--- config.mk ---
export PLATFORM = sky130hd
export DESIGN_NAME = pterm_cell
export DESIGN_NICKNAME = d
export VERILOG_FILES = /design/src/rtl/pterm_pkg.sv /design/src/rtl/pterm_ctrl.sv /design/src/rtl/pterm_datapath.sv /design/src/rtl/pterm_cell.sv
export SDC_FILE = /design/constraint.sdc
export NUM_CORES = 1
export LEC_CHECK = 0
export BUFFER_PORTS_ARGS = -buffer_cell sky130_fd_sc_hd__buf_2
export CORE_AREA = 5 5 375 377
export CTS_CLUSTER_DIAMETER = 30
export DETAILED_ROUTE_END_ITERATION = 7
export DIE_AREA = 0 0 380 382
export GPL_TIMING_DRIVEN = 0
export SYNTH_ARGS = -nofsm -noshare
export SYNTH_HDL_FRONTEND = slang
export SYNTH_SLANG_ARGS = --single-unit
--- constraint.sdc ---
create_clock -name clk -period 3.2 [get_ports clk]
set_input_delay 0.32 -clock clk [delete_from_list [all_inputs] [get_ports clk]]
set_output_delay 0.32 -clock clk [all_outputs]
set_load 0.1 [all_outputs]
--- src/rtl/pterm_pkg.sv ---
package pterm_pkg;
  localparam int DEF_NUM_IN  = 18;
  localparam int DEF_NUM_OUT = 4;
  localparam int DEF_NUM_SUM = 20;
  localparam int DEF_BYP_W   = 4;

  // strobes from control to datapath registers
  typedef struct packed {
    logic capture;
    logic clear;
  } strobe_t;
endpackage

--- src/rtl/pterm_ctrl.sv ---
module pterm_ctrl
  import pterm_pkg::*;
(
  input  logic    clk,
  input  logic    rst,
  input  logic    cfgClkSel,
  input  logic    cfgRstEn,
  input  logic    ptClk,
  input  logic    ptRst,
  output strobe_t strobe
);
  logic clkPrev;

  // previous clock-term level; reset high so release never looks like an edge
  always_ff @(posedge clk or posedge rst) begin
    if (rst) clkPrev <= 1'b1;
    else     clkPrev <= ptClk;
  end

  always_comb begin
    strobe.capture = cfgClkSel ? (ptClk & ~clkPrev) : 1'b1;
    strobe.clear   = cfgRstEn & ptRst;
  end
endmodule

--- src/rtl/pterm_datapath.sv ---
module pterm_datapath
  import pterm_pkg::*;
#(
  parameter  int NUM_IN   = DEF_NUM_IN,
  parameter  int NUM_OUT  = DEF_NUM_OUT,
  parameter  int NUM_SUM  = DEF_NUM_SUM,
  parameter  int BYP_W    = DEF_BYP_W,
  localparam int NUM_TERM = NUM_SUM + 3,
  localparam int SEL_W    = $clog2(NUM_SUM),
  localparam int PAD_W    = 1 << SEL_W
)(
  input  logic                                 clk,
  input  logic                                 rst,
  input  logic [NUM_IN-1:0]                    inVec,
  input  logic [NUM_TERM-1:0][NUM_IN-1:0][1:0] cfgTerm,
  input  logic [NUM_OUT-1:0][NUM_SUM-1:0]      cfgSumMask,
  input  logic [NUM_OUT-1:0][1:0]              cfgXorMode,
  input  logic [NUM_OUT-1:0][SEL_W-1:0]        cfgXorSel,
  input  logic [NUM_OUT-1:0]                   cfgBypass,
  input  logic [NUM_OUT-1:0]                   cfgRegistered,
  input  strobe_t                              strobe,
  output logic                                 ptClk,
  output logic                                 ptRst,
  output logic                                 ptOe,
  output logic [NUM_OUT-1:0]                   comboOut,
  output logic [NUM_OUT-1:0]                   dataOut
);
  logic [NUM_TERM-1:0] termVec;
  logic [PAD_W-1:0]    sumPad;

  // AND array: each input contributes a literal per its two-bit code
  always_comb begin
    termVec = '1;
    for (int t = 0; t < NUM_TERM; t++) begin
      for (int i = 0; i < NUM_IN; i++) begin
        if (cfgTerm[t][i][0] && !inVec[i]) termVec[t] = 1'b0;
        if (cfgTerm[t][i][1] &&  inVec[i]) termVec[t] = 1'b0;
      end
    end
  end

  assign ptClk  = termVec[NUM_SUM];
  assign ptRst  = termVec[NUM_SUM + 1];
  assign ptOe   = termVec[NUM_SUM + 2];
  // out-of-range operand selects land on zero padding
  assign sumPad = PAD_W'(termVec[NUM_SUM-1:0]);

  for (genvar k = 0; k < NUM_OUT; k++) begin : g_out
    logic wideOr, xorOperand, shortOr, regQ;

    assign wideOr     = |(termVec[NUM_SUM-1:0] & cfgSumMask[k]);
    assign xorOperand = (cfgXorMode[k][1] & sumPad[cfgXorSel[k]]) ^ cfgXorMode[k][0];
    assign shortOr    = |termVec[k*BYP_W +: BYP_W];
    assign comboOut[k] = cfgBypass[k] ? shortOr : (wideOr ^ xorOperand);

    always_ff @(posedge clk or posedge rst) begin
      if (rst)                 regQ <= 1'b0;
      else if (strobe.clear)   regQ <= 1'b0;
      else if (strobe.capture) regQ <= comboOut[k];
    end

    assign dataOut[k] = cfgRegistered[k] ? regQ : comboOut[k];
  end
endmodule

--- src/rtl/pterm_cell.sv ---
module pterm_cell
  import pterm_pkg::*;
#(
  parameter  int NUM_IN   = DEF_NUM_IN,
  parameter  int NUM_OUT  = DEF_NUM_OUT,
  parameter  int NUM_SUM  = DEF_NUM_SUM,
  parameter  int BYP_W    = DEF_BYP_W,
  localparam int NUM_TERM = NUM_SUM + 3,
  localparam int SEL_W    = $clog2(NUM_SUM)
)(
  input  logic                                 clk,
  input  logic                                 rst,
  input  logic [NUM_IN-1:0]                    inVec,
  input  logic [NUM_TERM-1:0][NUM_IN-1:0][1:0] cfgTerm,
  input  logic [NUM_OUT-1:0][NUM_SUM-1:0]      cfgSumMask,
  input  logic [NUM_OUT-1:0][1:0]              cfgXorMode,
  input  logic [NUM_OUT-1:0][SEL_W-1:0]        cfgXorSel,
  input  logic [NUM_OUT-1:0]                   cfgBypass,
  input  logic [NUM_OUT-1:0]                   cfgRegistered,
  input  logic                                 cfgClkSel,
  input  logic                                 cfgRstEn,
  output logic [NUM_OUT-1:0]                   dataOut,
  output logic                                 oeOut
);
  strobe_t             strobe;
  logic                ptClkTerm, ptRstTerm;
  logic [NUM_OUT-1:0]  comboOut;

  pterm_ctrl u_ctrl (
    .clk       (clk),
    .rst       (rst),
    .cfgClkSel (cfgClkSel),
    .cfgRstEn  (cfgRstEn),
    .ptClk     (ptClkTerm),
    .ptRst     (ptRstTerm),
    .strobe    (strobe)
  );

  pterm_datapath #(
    .NUM_IN  (NUM_IN),
    .NUM_OUT (NUM_OUT),
    .NUM_SUM (NUM_SUM),
    .BYP_W   (BYP_W)
  ) u_dp (
    .clk           (clk),
    .rst           (rst),
    .inVec         (inVec),
    .cfgTerm       (cfgTerm),
    .cfgSumMask    (cfgSumMask),
    .cfgXorMode    (cfgXorMode),
    .cfgXorSel     (cfgXorSel),
    .cfgBypass     (cfgBypass),
    .cfgRegistered (cfgRegistered),
    .strobe        (strobe),
    .ptClk         (ptClkTerm),
    .ptRst         (ptRstTerm),
    .ptOe          (oeOut),
    .comboOut      (comboOut),
    .dataOut       (dataOut)
  );
endmodule

# Word-level counts from Yosys, hierarchy flattened
# Cells that the tools add are included.
# word_totals
ff_bits	5
in_bits	966
output_inout_bits	5
word_cells	1736
# op_classes
magnitude_cmp	4
muxes	853
bitwise_logic	19
n_reduce_logical	855
# ops
op	n
1-bit two-way mux	849
1-bit logical AND	828
20-bit bitwise AND	4
20-bit OR reduction	4
5-bit by 6-bit less-than comparator with 1-bit output, second input constant	4
1-bit binary-select mux with 5-bit select	4
1-bit zero test	18
4-bit OR reduction	4
1-bit bitwise XOR	8
1-bit bitwise AND	6
2-bit nonzero test	1
1-bit NOT	1

# Longest topological paths before layout
# Gate-level depths: netlist of run 1.
# depth
depth_word	46
ltp_mapped	12
mapped_depth_nobuf	9

# Cells and area by module
# Synthesis of run 1 repeated with hierarchy kept, for this count alone.
# unflattened
cells_unflattened	935
hier_area_um2	7851.3
# by_module_without_submodules
mod	instances	cells_per_inst	area_each_um2	seq_area_each_um2
pterm_datapath	1	930	7802.5	100.1
pterm_ctrl	1	5	48.8	26.3

# Least setup slack after synthesis of run 1
# OpenSTA, ideal clock, no wires.
# synth_timing
path_kind	input to output
startpoint	in inVec[9]
endpoint	out oeOut
t_arrival_ns	4.016
t_required_ns	2.880
setup_slack_ns	-1.136
cell_stages	7
path_buffers	3
path_cell_list	buf_4 > buf_6 > buf_6 > mux2i_1 > and4_1 > nand3_1 > nor4_1
# synth_between
elab_chain_len	20
elab_cells_between_ends	21
classes_between	18 x mux; 3 x reduce/logical
# synth_lines
element	line	source
start: declaration	pterm_cell.sv:13	input logic [NUM_IN-1:0] inVec,
1-bit zero test	pterm_datapath.sv:36	if (cfgTerm[t][i][0] && !inVec[i]) termVec[t] = 1'b0;
1-bit logical AND	pterm_datapath.sv:36	
1-bit two-way mux	pterm_datapath.sv:36	
1-bit two-way mux (*)	pterm_datapath.sv:37	if (cfgTerm[t][i][1] && inVec[i]) termVec[t] = 1'b0;
1-bit two-way mux (*)	pterm_datapath.sv:36	
1-bit two-way mux (*)	pterm_datapath.sv:37	
1-bit two-way mux (*)	pterm_datapath.sv:36	
1-bit two-way mux (*)	pterm_datapath.sv:37	
[4 not listed]	-	
1-bit two-way mux (*)	pterm_datapath.sv:36	
1-bit two-way mux (*)	pterm_datapath.sv:37	
1-bit two-way mux (*)	pterm_datapath.sv:36	
1-bit two-way mux (*)	pterm_datapath.sv:37	
1-bit two-way mux (*)	pterm_datapath.sv:36	
1-bit two-way mux (*)	pterm_datapath.sv:37	
1-bit two-way mux (*)	pterm_datapath.sv:36	
1-bit two-way mux (*)	pterm_datapath.sv:37	
end: declaration	pterm_cell.sv:23	output logic oeOut
# Every way passes the cells marked *; elsewhere a longest branch is shown, timed or not.

# Final worst setup path of run 1
# layout_timing
startpoint	in inVec[3]
endpoint	out dataOut[1]
# layout_between
elab_chain_len	39
elab_cells_between_ends	651
classes_between	604 x mux; 4 x bitwise; 43 x reduce/logical
# layout_lines
element	line	source
1-bit zero test	pterm_datapath.sv:36	
1-bit logical AND	pterm_datapath.sv:36	
1-bit two-way mux	pterm_datapath.sv:36	
1-bit two-way mux	pterm_datapath.sv:37	
1-bit two-way mux	pterm_datapath.sv:36	
1-bit two-way mux	pterm_datapath.sv:37	
1-bit two-way mux	pterm_datapath.sv:36	
1-bit two-way mux	pterm_datapath.sv:37	
[23 not listed]	-	
1-bit two-way mux	pterm_datapath.sv:37	
1-bit binary-select mux with 5-bit select	pterm_datapath.sv:52	assign xorOperand = (cfgXorMode[k][1] & sumPad[cfgXorSel[k]]) ^ cfgXorMode[k][0];
1-bit two-way mux (not written as such)	pterm_datapath.sv:52	
1-bit bitwise AND	pterm_datapath.sv:52	
1-bit bitwise XOR	pterm_datapath.sv:52	
1-bit bitwise XOR	pterm_datapath.sv:54	assign comboOut[k] = cfgBypass[k] ? shortOr : (wideOr ^ xorOperand);
1-bit two-way mux (*)	pterm_datapath.sv:54	
1-bit two-way mux (*)	pterm_datapath.sv:62	assign dataOut[k] = cfgRegistered[k] ? regQ : comboOut[k];
end: declaration	pterm_cell.sv:22	output logic [NUM_OUT-1:0] dataOut,
# Every way passes the cells marked *; elsewhere a longest branch is shown, timed or not. The select of a mux whose other input is x is not followed.

==> Flow_metrics.wiki, run 1 <==
{| class="wikitable"
! Metric !! Value
|-
| Critical Path AT || 3.53 ns
|-
| Post-Route Skew || 0.000599 ns
|-
| Fraction of the mapped netlist area in compound gates || 0.0821
|-
| Standard cell with the maximum stage delay on the critical path || mux2i_4
|-
| Grt peak-use layer || met2
|-
| Proportion of register bits with asynchronous set or reset after synthesis || 1.00
|-
| TritonCTS sink count || 5
|-
| Post-DR wirelength/cell || approximately 32 µm
|-
| CP cell instances || buf_4, buf_16, mux2i_4, nand2_1, nor3_4, nand3_1, nand4_1, nor4_2, xnor2_1, mux2_4, o31ai_4, buf_12
|-
| Post-synthesis instance area || 8060 µm²
|-
| Slew @ Worst Pin || between 0.8 and 0.9 ns
|-
| Total of endpoints with negative setup slack in the final report || 7
|-
| Run status || finished, violations left
|-
| Distinct cells, synth || 57
|-
| Root buffer cell || clkbuf_16
|-
| Share of final-layout standard cells stronger than drive strength 1 || 0.624
|-
| Met3 demand-to-capacity share in global routing || 0.0334
|-
| Most frequent cell after synthesis || mux2i_1
|-
| Total power density per cell area || 139 nW/µm²
|-
| Total of max-cap violations || 0
|-
| First-pass DRT Iterations || 5
|-
| Final weighted congestion of routability-driven global placement || 1.02
|-
| Starting DRT DRC Count || 1384
|-
| CTS clk-pin slew, worst paths || 0.03 ns
|-
| XOR/XNOR Fraction of Synth Area || 0.00435
|-
| Failing checks || negative setup slack
|-
| Die footprint || around 150000 µm²
|-
| CTS HTree Levels || 1
|-
| Total nets after synthesis || 1945
|-
| Count of mapped cells out of synthesis || 979
|-
| Hold buffers post-CTS || 0
|-
| Worst-case reg-to-reg path depth || 4
|-
| ANT nets after route || 0
|-
| Number of warnings issued by yosys || 0
|-
| Startpoint Class || primary input
|-
| Fin Hold WS || 0.0559 ns
|-
| Count of flip-flops with a built-in enable after synthesis || 0
|-
| Buffer depth of the longest clock path || 2
|-
| Power consumption || 2.56 mW
|-
| LEAKAGE || 8.95 nW
|-
| Global-route wire length before repair || 154000 µm
|-
| Overall die height || 382 µm
|-
| Worst setup slack after layout || -0.650 ns
|-
| Relative area change from synthesis to final layout || 129%
|-
| Fraction of the mapped netlist area in adder cells || 0
|-
| Count of pins over their slew limit || 0
|-
| Total via count in the routed design || 14175
|-
| Standard-cell rows || 136
|-
| Number of global-route vias before repair || 14664
|-
| Remaining global-route overflow || 0
|-
| Setup repair after global routing missed its margin || yes
|-
| Required @ worst endpoint || 2.88 ns
|-
| Half-perimeter wire length after placement || 106000 µm
|-
| Top_reg_cell synth || dfrtp_1
|-
| Global Route met1 Usage || 0.216
|-
| Simple-gate share of the synthesized area || 0.280
|-
| Global-route met2 utilization || 0.265
|-
| Clock tree from TritonCTS || built
|-
| Die W || between 300 and 400 µm
|-
| Path type of the worst setup path || in2out
|-
| Type of destination of the critical path || output port
|-
| Leading post-synthesis cells by cell area || mux2i_1, nand4_1, buf_6, nand3_1, nand2_1
|-
| Initial core utilization || 0.0589
|-
| Highest ir drop seen on vdd || 0.0916 mV
|-
| Total CTS buffers || 3
|-
| Achievable clock frequency || around 260 MHz
|-
| Average size of a mapped cell || just over 8 µm²
|-
| Hold violation total from the final report || 0
|-
| Yosys reg bits || 5
|-
| Period Utilization, post-route || 1.20
|-
| Share of cell area taken by muxes after synthesis || 0.528
|-
| Global-route usage over all layers || 0.162
|-
| Number of design rule violations left after detail routing || 0
|-
| Worst skew pair latency || 0.23 ns
|-
| Largest net degree at the start of global routing || 11
|-
| Top cells by count, synth || mux2i_1, nand2_1, nand3_1
|-
| Final layout net count || 3052
|-
| Core footprint || 137000 µm²
|-
| CP max stage delay || 0.64 ns
|-
| Slew HR || 0.431
|-
| Largest family of logic cells by synthesized area || multiplexers
|-
| Count of input and output buffers || 947
|-
| I/O pin count || 971
|-
| Final WL || 125000 µm
|-
| Post-detailed-route via-to-cell ratio || 3.65
|-
| Number of antenna violations at the first check in global routing || 34
|-
| Yosys top cell by area || mux2i_1
|-
| Share of the synthesized area in the top cell type || 0.522
|-
| Max Fanout on Critical Path || 10
|-
| Post-synthesis sequential area ratio || 0.0157
|-
| Kind of path behind the tightest hold check || in2async
|-
| Time the final worst path needs with I/O delays and setup || 3.85 ns
|}
[cell usage in the layout (no fill, tap or decap), types with 7 or more instances in the layout]
cell | synthesis | layout
nand2_1 | 95 | 84
buf_4 | 6 | 103
buf_2 | 1 | 944
a32oi_1 | 16 | 12
nor2_1 | 9 | 9
buf_12 | 2 | 55
mux2i_1 | 420 | 376
mux2i_2 | 0 | 21
and4b_1 | 7 | 7
buf_8 | 4 | 9
nand4_1 | 87 | 87
nand2_2 | 0 | 10
o2111ai_1 | 7 | 7
nor3_4 | 2 | 31
nor4_2 | 2 | 7
buf_6 | 42 | 16
mux2i_4 | 0 | 23
nor4_4 | 4 | 10
buf_16 | 0 | 27
inv_1 | 19 | 19
nand3_1 | 90 | 85
diode_2 | 0 | 8
nor3_1 | 22 | 10
o221ai_1 | 10 | 8
a211oi_1 | 8 | 8
[power breakdown]
group | switching (mW) | internal [mW]
clock network | 0.0417 | 0.165
logic | 1.23 | 1.05
registers | 0.00322 | 0.0687
[registers in the layout, indices dropped and copies added (netlist names)]
name             cells
u_dp.g_out.regQ      4
u_ctrl.clkPrev       1
[through the flow]
| step | setup TNS [ns] | area [µm²] | std cells | setup slack, ns | util |
|---|---|---|---|---|---|
| after floorplan | -0.137 | 8170 | 979 | -0.137 | - |
| after global placement | -20.23 | 15200 | 3720 | -3.23 | 0.111 |
| after detailed placement | -15.46 | 15500 | 3734 | -2.45 | 0.113 |
| after CTS | -2.65 | 17700 | 3831 | -0.693 | 0.129 |
| after global routing | -2.64 | 18400 | 3879 | -0.645 | 0.135 |
| final | -2.68 | 18400 | 3887 | -0.650 | 0.135 |
[area by class of cell]
type,count,area (µm²)
tap,1794,2240
multi-input combinational,892,8120
antenna,8,20.0
timing repair buffer,1102,6630
clock buffer,4,78.8
fill,15840,118000
sequential,5,126
inverter,22,82.6
buffer,60,1140
[routing by layer]
metal | share of wire | up-vias | wire length, µm
met2 | 0.45 | 1022 | 56400
met3 | 0.072 | 195 | 8960
li1 | - | 6133 | -
met4 | 0.040 | 8 | 5050
met5 | 0.00038 | - | 48
met1 | 0.44 | 6817 | 54700
[cell families after synthesis]
family	Yosys count
flops	5
compound gates	74
mux	424
simple gates	390
buf+inv	82
xor+xnor	4
[final timing paths]
path	slack (ns)	from	end
setup reg to reg	1.81	u_ctrl.clkPrev	u_dp.g_out[3].regQ
max in group asynchronous	2.89	rst	u_ctrl.clkPrev
hold / removal	0.06	rst	u_dp.g_out[3].regQ
min in group clk	0.52	u_dp.g_out[1].regQ	u_dp.g_out[1].regQ
hold reg to reg	0.52	u_dp.g_out[1].regQ	u_dp.g_out[1].regQ
setup / recovery	-0.65	inVec[3]	dataOut[1]
[repair_timing]
item / CTS / global route
setup buffers: 91 / 48
gates cloned: 2 / 0
resized for setup: 193 / 47
pin swaps: 52 / 38
endpoints found under the setup margin: 8 / 8
[worst max-delay path: cells and delay by family]
kind | cells | cell delay (ns)
buf+inv | 3 | 0.59
compound gates | 1 | 0.21
mux | 2 | 1.00
xor+xnor | 1 | 0.27
simple gates | 5 | 1.04
Power figures use the tool's default switching activity.
==> inputs of run 2 (changes only) <==
==> constraint.sdc (replaced) <==
create_clock -name clk -period 3.2 [get_ports clk]
set_input_delay 0.16 -clock clk [delete_from_list [all_inputs] [get_ports clk]]
set_output_delay 0.16 -clock clk [all_outputs]
set_load 0.1 [all_outputs]
==> run 2 against run 1 <==
- the flow still finishes with violations (negative setup slack)
- fmax grew 7.1%
- worst hold slack better by 0.31 ns
- non-clock buffer count down 2
- worst setup slack improved by 0.26 ns
- register-to-register slack hardly changed
- clock skew grew 0.0020 ns
- critical path depth rose by 3
- cell count is essentially flat
- via count fell by 0.81%
- sequential share of layout area about the same
- die area stayed put
- sequential cell count unchanged
- critical endpoint unchanged
- highest routed layer unchanged
==> Flow_metrics.wiki, run 2 (synthesis results as in run 1) <==
{| class="wikitable"
! Metric !! Value
|-
| Required @ worst endpoint || 3.04 ns (+0.16 ns)
|-
| Total via count in the routed design || 14060 (-0.81%)
|-
| CTS HTree Levels || 1 (unchanged)
|-
| Share of final-layout standard cells stronger than drive strength 1 || 0.617 (-0.00708)
|-
| TritonCTS sink count || 5 (unchanged)
|-
| Total CTS buffers || 3 (unchanged)
|-
| Kind of path behind the tightest hold check || in2reg
|-
| LEAKAGE || 8.90 nW (-0.57%)
|-
| Overall die height || 382 µm (unchanged)
|-
| Starting DRT DRC Count || 1163 (-16%)
|-
| Initial core utilization || 0.0589 (unchanged)
|-
| Fin Setup TNS || -1.39 ns (+1.30 ns)
|-
| Startpoint Class || primary input
|-
| Sequential share of power || 0.029 (about the same)
|-
| Cell area after layout || 18200 µm² (-1.5%)
|-
| Total cell area at the placement stage || 15500 µm² (-0.26%)
|-
| Post-Route Skew || 0.00258 ns (+0.00198 ns)
|-
| Largest net degree at the start of global routing || 11 (unchanged)
|-
| Non-filler cells, final || 3889 (+0.051%)
|-
| Proportion of power drawn by combinational gates || 0.886 (-0.005)
|-
| Total of endpoints with negative setup slack in the final report || 4 (-3)
|-
| Count of input and output buffers || 947 (unchanged)
|-
| Number of placed instances with taps included || 3736 (+0.054%)
|-
| Hold violation total from the final report || 0 (unchanged)
|-
| Standard-cell rows || 136 (unchanged)
|-
| Post-detailed-route via-to-cell ratio || 3.62 (-0.86%)
|-
| Setup repair after global routing missed its margin || yes
|-
| FF-to-FF Start || u_ctrl.clkPrev
|-
| Register containing the most flip-flops in the final layout || u_dp.g_out.regQ
|-
| Endpoint of the worst hold path || u_dp.g_out[2].regQ
|-
| Post-placement setup slack || -2.14 ns (+0.313 ns)
|-
| Type of destination of the critical path || output port
|-
| Final WL || 120000 µm (-4.3%)
|-
| Path type of the worst setup path || in2out
|-
| Root buffer cell || clkbuf_16
|-
| Internal || 1.24 mW (-3.8%)
|-
| Core footprint || 137000 µm² (unchanged)
|-
| Remaining global-route overflow || 0 (unchanged)
|-
| Relative area change from synthesis to final layout || 125%
|-
| Flip-flop count of the largest register, all copies and words added || 4 (unchanged)
|-
| Global-route usage over all layers || 0.154 (-0.00825)
|-
| R2R Path End || u_dp.g_out[3].regQ
|-
| Most common cell after layout, fill and taps aside || buf_2
|-
| Run status || finished, violations left
|-
| Achievable clock frequency || 278 MHz (+7.1%)
|-
| Clock tree from TritonCTS || built
|-
| Reg-to-reg setup timing slack || 1.82 ns (about the same)
|-
| Fin Hold WS || 0.361 ns (+0.305 ns)
|-
| Final weighted congestion of routability-driven global placement || 1.07 (+5.4%)
|-
| Global-route wire length before repair || 146000 µm (-4.9%)
|-
| Power consumption || 2.47 mW (-3.7%)
|-
| Post-DR wirelength/cell || 30.8 µm (-4.3%)
|-
| Worst-case reg-to-reg path depth || 4 (unchanged)
|-
| Worst setup slack after layout || -0.395 ns (+0.255 ns)
|-
| Number of antenna violations at the first check in global routing || 52 (+53%)
|-
| Worst hold path stage count || 4
|-
| Count of pins over their slew limit || 0 (unchanged)
|-
| CTS clk-pin slew, worst paths || 0.04 ns (about the same)
|-
| Highest ir drop seen on vdd || 0.0915 mV (about the same)
|-
| Die footprint || 145000 µm² (unchanged)
|-
| Time the final worst path needs with I/O delays and setup || 3.59 ns (-0.255 ns)
|-
| Total power density per cell area || 136 nW/µm² (-2.2%)
|-
| I/O pin count || 971 (unchanged)
|-
| Most frequent cells in the layout || buf_2, mux2i_1, buf_4, nand4_1, nand3_1
|-
| Buffer depth of the longest clock path || 2 (unchanged)
|-
| Startpoint of the worst hold path || cfgClkSel
|-
| Number of design rule violations left after detail routing || 0 (unchanged)
|-
| Switching power share of the total || 0.498 (+0.000550)
|-
| Number of global-route vias before repair || 14415 (-1.7%)
|-
| Period Utilization, post-route || 1.12 (-0.0797)
|-
| ANT nets after route || 0 (unchanged)
|-
| Critical Path AT || 3.43 ns (-0.10 ns)
|-
| Slew HR || 0.420 (-0.0107)
|-
| Worst skew pair latency || 0.23 ns (about the same)
|-
| Die W || 380 µm (unchanged)
|-
| Total of max-cap violations || 0 (unchanged)
|-
| Failing checks || negative setup slack
|-
| Final layout net count || 3050 (-0.066%)
|-
| Slew @ Worst Pin || 0.865 ns (+0.0131 ns)
|-
| Relative contribution of the clock network to total power || 0.085 (+0.004)
|-
| Max Fanout on Critical Path || 6 (-4)
|-
| Registers with the highest flip-flop counts || u_dp.g_out.regQ: 4 flops, u_ctrl.clkPrev: 1 flops
|-
| Half-perimeter wire length after placement || 103000 µm (-2.8%)
|-
| First-pass DRT Iterations || 7 (+2)
|-
| Reported net switching power || 1.23 mW (-3.6%)
|-
| Post-layout utilization of the core || 0.133 (-0.00197)
|}
-- run 2: cell types whose count changed in the layout (fill, tap and decap cells not counted), sizes merged --
| cell | previous run | this run |
|---|---|---|
| diode | 8 | 12 |
| bufbuf | 2 | 0 |
| clkbuf | 9 | 7 |
| clkinv | 3 | 4 |
| dlygate4sd3 | 0 | 1 |
-- run 2: how the worst max path moves through the flow --
stage / to / start / cells after the start / slack (ns)
after global placement: dataOut[3] / inVec[12] / 12 / -2.90
after floorplan: dataOut[1] / inVec[2] / 12 / 0.09
after CTS: dataOut[1] / inVec[7] / 15 / -0.56
final: dataOut[1] / inVec[5] / 15 / -0.39
after global routing: dataOut[1] / inVec[3] / 13 / -0.52
after detailed placement: dataOut[0] / inVec[3] / 12 / -2.14
-- run 2: per-layer routing --
| layer | up-vias | share of wire | wire length (µm) | GRT usage |
|---|---|---|---|---|
| li1 | 6126 | - | - | - |
| met1 | 6682 | 0.42 | 50800 | 0.200 |
| met2 | 1043 | 0.44 | 52600 | 0.245 |
| met3 | 191 | 0.093 | 11100 | 0.0449 |
| met4 | 18 | 0.043 | 5130 | 0.0507 |
| met5 | - | 0.00095 | 114 | 0 |
-- run 2: final cells by class --
class	count	area [µm²]
tap	1794	2240
sequential	5	126
inverter	22	82.6
timing repair buffer	1100	6600
antenna	12	30.0
buffer	60	1020
clock buffer	3	75.1
multi-input combinational	892	7990
clock inverter	1	5.00
fill	15909	119000
-- run 2: worst max-delay path: stages --
cell and delay (ns):
buf_12 0.13, buf_12 0.15, buf_12 0.13, mux2i_4 0.34, nand4_1 0.24, a2111oi_4 0.42, buf_12 0.19, buf_4 0.15
and2_4 0.17, mux2i_1 0.09, o221ai_2 0.21, a31oi_1 0.12, mux2_4 0.30, o31ai_4 0.34, buf_12 0.22
-- run 2: timing repair --
item | CTS | global route
pin swaps | 41 | 37
gates cloned | 0 | 0
hold endpoints to repair | 4 | 0
buffers inserted | 81 | 57
hold buffers | 1 | 0
setup endpoints to repair | 8 | 7
gates resized for setup | 154 | 74
-- run 2: power groups by stage --
stage          sequential (mW)  clock, mW  combinational, mW
2_1_floorplan           0.0713          0              0.704
3_3_place_gp            0.0718          0               1.83
3_5_place_dp            0.0721          0               1.86
4_1_cts                 0.0716      0.213               2.08
5_1_grt                 0.0723      0.217               2.30
6_report                0.0719      0.210               2.18
